==> src/rtl/gsp_pkg.sv <==
package gsp_pkg;

  typedef struct packed {
    logic specShift;
    logic restore;
    logic train;
  } gsCtrl_t;

  function automatic logic [1:0] satStep(input logic [1:0] cur, input logic up);
    logic [1:0] nxt;
    if (up) nxt = (cur == 2'b11) ? cur : cur + 2'b01;
    else    nxt = (cur == 2'b00) ? cur : cur - 2'b01;
    return nxt;
  endfunction

endpackage

==> src/rtl/gsp_ctrl.sv <==
module gsp_ctrl
  import gsp_pkg::*;
(
  input  logic    lookupValid,
  input  logic    updValid,
  input  logic    updMispredict,
  output gsCtrl_t ctrl
);
  always_comb begin
    ctrl.restore   = updValid & updMispredict;
    ctrl.specShift = lookupValid & ~ctrl.restore;
    ctrl.train     = updValid;
  end
endmodule

==> src/rtl/gsp_datapath.sv <==
module gsp_datapath
  import gsp_pkg::*;
#(
  parameter int HIST_W = 8,
  parameter int PC_W   = 32
) (
  input  logic              clk,
  input  logic              rst_n,
  input  gsCtrl_t           ctrl,
  input  logic [PC_W-1:0]   lookupPc,
  input  logic [PC_W-1:0]   updPc,
  input  logic              updTaken,
  input  logic [HIST_W-1:0] updHist,
  output logic              predTaken,
  output logic [HIST_W-1:0] histSnap
);
  localparam int ENTRIES = 1 << HIST_W;

  logic [HIST_W-1:0] histQ;
  logic [HIST_W-1:0] lookIdx;
  logic [HIST_W-1:0] updIdx;
  logic [1:0]        ctrTab [ENTRIES];

  // word-aligned addresses: drop bits 1:0 before hashing
  assign lookIdx   = histQ ^ lookupPc[HIST_W+1:2];
  assign updIdx    = updHist ^ updPc[HIST_W+1:2];
  assign predTaken = ctrTab[lookIdx][1];
  assign histSnap  = histQ;

  always_ff @(posedge clk or negedge rst_n) begin
    if (!rst_n)              histQ <= '0;
    else if (ctrl.restore)   histQ <= {updHist[HIST_W-2:0], updTaken};
    else if (ctrl.specShift) histQ <= {histQ[HIST_W-2:0], predTaken};
  end

  for (genvar e = 0; e < ENTRIES; e++) begin : g_ctr
    logic hitUpd;
    assign hitUpd = ctrl.train && (updIdx == HIST_W'(e));
    always_ff @(posedge clk or negedge rst_n) begin
      if (!rst_n)      ctrTab[e] <= 2'b01;
      else if (hitUpd) ctrTab[e] <= satStep(ctrTab[e], updTaken);
    end
  end
endmodule

==> src/rtl/gshare_predictor.sv <==
module gshare_predictor
  import gsp_pkg::*;
#(
  parameter int HIST_W = 8,
  parameter int PC_W   = 32
) (
  input  logic              clk,
  input  logic              rst_n,
  input  logic              lookupValid,
  input  logic [PC_W-1:0]   lookupPc,
  output logic              predTaken,
  output logic [HIST_W-1:0] histSnap,
  input  logic              updValid,
  input  logic [PC_W-1:0]   updPc,
  input  logic              updTaken,
  input  logic              updMispredict,
  input  logic [HIST_W-1:0] updHist
);
  gsCtrl_t ctrl;

  gsp_ctrl u_ctrl (
    .lookupValid  (lookupValid),
    .updValid     (updValid),
    .updMispredict(updMispredict),
    .ctrl         (ctrl)
  );

  gsp_datapath #(.HIST_W(HIST_W), .PC_W(PC_W)) u_dp (
    .clk      (clk),
    .rst_n    (rst_n),
    .ctrl     (ctrl),
    .lookupPc (lookupPc),
    .updPc    (updPc),
    .updTaken (updTaken),
    .updHist  (updHist),
    .predTaken(predTaken),
    .histSnap (histSnap)
  );
endmodule

==> config.mk <==
export PLATFORM = sky130hd
export DESIGN_NAME = gshare_predictor
export DESIGN_NICKNAME = d
export VERILOG_FILES = /design/src/rtl/gsp_pkg.sv /design/src/rtl/gsp_ctrl.sv /design/src/rtl/gsp_datapath.sv /design/src/rtl/gshare_predictor.sv
export SDC_FILE = /design/constraint.sdc
export NUM_CORES = 2
export LEC_CHECK = 0
export CAP_MARGIN = 20
export CELL_PAD_IN_SITES_DETAIL_PLACEMENT = 1
export CELL_PAD_IN_SITES_GLOBAL_PLACEMENT = 1
export CORE_MARGIN = 5
export CORE_UTILIZATION = 52
export DETAILED_ROUTE_END_ITERATION = 7
export HOLD_SLACK_MARGIN = 0.06
export PLACE_DENSITY = 0.83
export RECOVER_POWER = 50
export SLEW_MARGIN = 25
export SYNTH_ARGS = -nofsm -noshare
export SYNTH_HDL_FRONTEND = slang
export SYNTH_SLANG_ARGS = --single-unit
==> constraint.sdc <==
create_clock -name clk -period 6.9 [get_ports clk]
set_input_delay 1.725 -clock clk [delete_from_list [all_inputs] [get_ports clk]]
set_output_delay 1.725 -clock clk [all_outputs]
set_load 0.1 [all_outputs]
==> metrics.yaml <==
slowest_stage: "xnor2_4"
end_kind: "output pin"
htreeDepth: 2
io_buffers: 38
grt_usage: 0.3457
initial_core_util: 0.5230
async_reset_ff_frac: 1.000
switchingPower_w: 0.002401
cts_hold_buf: 0
holdWs_ns: 0.5123
fillCellCount: 6431
grt_pass1_vias: 29350
drv_cap: 4
viasPerCell: 6.799
hold_viol_final: 0
status: "complete, but fails checks"
insertedDiodeCount: 0
synth_top_flop_cell: "dfrtp_1"
grt_pass1_wl_mm: 165.6
fmax_mhz: 145.5
multi_input_area_um2: 14810
critical_path.max_stage_delay_ns: 0.63
io_pins: 87
worstMarginPinSlew_ns: 3.761
seqPwrFrac: 0.429
violations: "capacitance limit, slew limit"
drive_gt1_frac: 0.1361
ys_seq_elements: 520
drtIter0Drc: 2692
synth_cell_types: 53
detail-route-antenna-nets: 0
insertion_delay_ns: 0.64
power.internal_w: 0.005426
synth_area_leaders: "dfstp_2 (23%), dfrtp_1 (23%), o21ai_0 (10%)"
slew_headroom: -1.507
gp_congestion: 0.9215
final_nets: 3460
setup_violations: 0
post-cts-setup-buffer-count: 0
syn_to_final_growth_pct: 10.98
critPathKind: "in -> out"
netlist.top_cell.by_area: "dfstp_2"
synth_top_area_frac: 0.2339
grt_max_degree: 178
pwr-share-comb: 0.178
firstDrtPassIters: 5
crit_path_max_fanout: 12
critical_path.top_delay_family: "buffers and inverters"
num_vias: 28370
crit_required_ns: 5.18
p_clk_frac: 0.393
seq_area_um2: 13330
place_area_um2: 30080
rsz0062_at_grt: "no"
cts_made_buffers: 57
fin_area_um2: 31910
ctsLongestPathBuffers: 3
grt_remaining_overflow: 0
fin_crit_sh: 0.9961
clock_sinks: 520
worst-path-buf-inv: 3
dp.final_hpwl_mm: 72.48
die-area_um2: 60100
die_w_um: 245.2
drv_slew: 246
cts.clk_slew.worst_paths_ns: 0.06
netlist_area_um2: 28760
drc: 0
path_cells: "clkdlybuf4s50_1, xnor2_4, buf_4, mux4_2, mux2i_1, nor2_1, o21ai_0, nand4_1, and4_4, buf_12"
syn_inst: 3370
wl_mm: 106.3
fin_skew_ns: 0.02896
ys_seq_area_frac: 0.4637
hp-class: "reg -> reg"
synth_edf_count: 0
cp.arrival_ns: 5.15
swShare: 0.3067
core_um2: 54990
power-per-cell-area_nw_per_um2: 245.2
ctsResizeCount: 0
rows: 86
fin_crit_ns: 6.873
grt_antenna_before_repair: 2
start_kind: "input pin"
cts-root-buf: "clkbuf_16"
final_core_util: 0.5804
wl_per_cell_um: 25.47
fin_setup_tns_ns: 0
syn_area_per_cell_um2: 8.533
syn_nets: 3448
ys_warn_count: 0
power.leakage_nw: 10.52
die_height_um: 245.2
cts_tree: "built"
irDropWorstVdd_mv: 0.2090
flip-flops by register name, indices dropped and copies added, names as in the netlist:
| register | count |
|---|---|
| u_dp.ctrTab | 512 |
| u_dp.histSnap | 8 |
per-layer routing:
metal / wire, um / vias to the layer above / track usage
met3: 7770 / 323 / 0.06054
met5: 13 / - / 0
met2: 50560 / 1069 / 0.5784
met4: 5584 / 2 / 0.1606
met1: 42360 / 14600 / 0.4398
li1: - / 12380 / -
final timing paths:
check                                       from               end  cells past startpoint  slack [ns]
min in group asynchronous                  rst_n  u_dp.ctrTab[349]                      1        1.55
max in group asynchronous                  rst_n  u_dp.ctrTab[297]                      3        0.89
worst min-delay path            u_dp.ctrTab[252]  u_dp.ctrTab[252]                      2        0.51
worst min register to register  u_dp.ctrTab[252]  u_dp.ctrTab[252]                      2        0.51
worst max register to register  u_dp.histSnap[0]  u_dp.histSnap[0]                      9        3.33
worst max-delay path                 lookupPc[2]         predTaken                     10        0.03
worst register-to-register path, cell delays in order, from the launching register on:
cell	delay [ns]
dfrtp_1	0.57
xnor2_4	0.63
buf_4	0.39
mux4_2	0.55
mux2i_1	0.18
nor2_1	0.07
o21ai_0	0.38
nand4_1	0.23
and4_4	0.24
a31o_1	0.21
metrics by stage:
step	instances	power, W	setup WS, ns
after detailed placement	4070	0.004757	0.1188
after CTS	4172	0.007826	0.1306
after global placement	4070	0.004693	0.1531
after floorplan	3370	0.004150	1.335
after global routing	4173	0.008052	0.04126
final	4173	0.007827	0.02682
cell usage after synthesis, types with 2 or more instances:
library cell,n
clkbuf_1,125
o41ai_1,2
mux2i_1,28
mux4_1,6
buf_6,3
or3_1,9
o221ai_1,9
xor2_1,15
dfrtp_1,264
mux4_2,47
a21oi_1,387
and2_1,2
o311a_1,2
buf_1,11
o31ai_1,169
buf_4,6
xnor2_1,13
o21ai_0,600
a22o_1,5
inv_1,15
dfstp_2,256
a31oi_1,55
nor3b_1,29
mux2_2,4
a22oi_1,4
nor3_2,2
nand3_1,48
a211oi_1,127
nand3b_1,62
o22ai_1,6
and3_1,13
nor2_1,605
nand4_1,2
nand2_1,375
a221oi_1,2
buf_2,3
nor3_1,16
o211ai_1,28
logic make-up after synthesis:
| group | share of synthesized area |
|---|---|
| compound gates | 0.2800 |
| simple gates | 0.1700 |
| flops | 0.4637 |
| buf+inv | 0.02310 |
| mux | 0.05361 |
| xor+xnor | 0.009660 |
layout by cell type (no fill, tap or decap), types with 4 or more instances in the layout:
cell type        Yosys  routed
mux4_1               6       6
o211ai_1            28      28
dfrtp_1            264     264
nand2_1            375     375
clkdlybuf4s50_1      0      34
mux2i_1             28      28
a21oi_1            387     387
nand3_1             48      46
or3_1                9       9
clkbuf_1           125      22
clkbuf_8             0      20
nand3b_1            62      62
o221ai_1             9       9
o31ai_1            169     169
and3_1              13      13
a31oi_1             55      55
nor2_1             605     604
a22o_1               5       5
a22oi_1              4       4
buf_4                6      52
buf_12               0       8
o22ai_1              6       6
mux4_2              47      47
xnor2_1             13      13
o21ai_0            600     600
inv_1               15      15
clkbuf_16            0      59
dfstp_2            256     256
xor2_1              15      13
nor3_1              16      16
mux2_2               4       4
nor3b_1             29      29
clkinv_2             0       4
a211oi_1           127     127
cell type report:
cell class              count  share of cell area
clock inverters             5           0.0009017
multi-input cells        2686              0.4640
clock buffers              97             0.05701
inverters                  16            0.002117
well taps                 748             0.02933
flip-flops and latches    520              0.4178
repair buffers            101             0.02886
power by group through the flow:
stage,registers (W),clock network [W],logic [W]
after global routing,0.00337,0.00323,0.00145
after floorplan,0.00342,0,0.000726
after detailed placement,0.00340,0,0.00136
after global placement,0.00338,0,0.00132
after CTS,0.00335,0.00311,0.00137
final,0.00336,0.00308,0.00139
No activity file was read; power rests on OpenSTA's default activity.
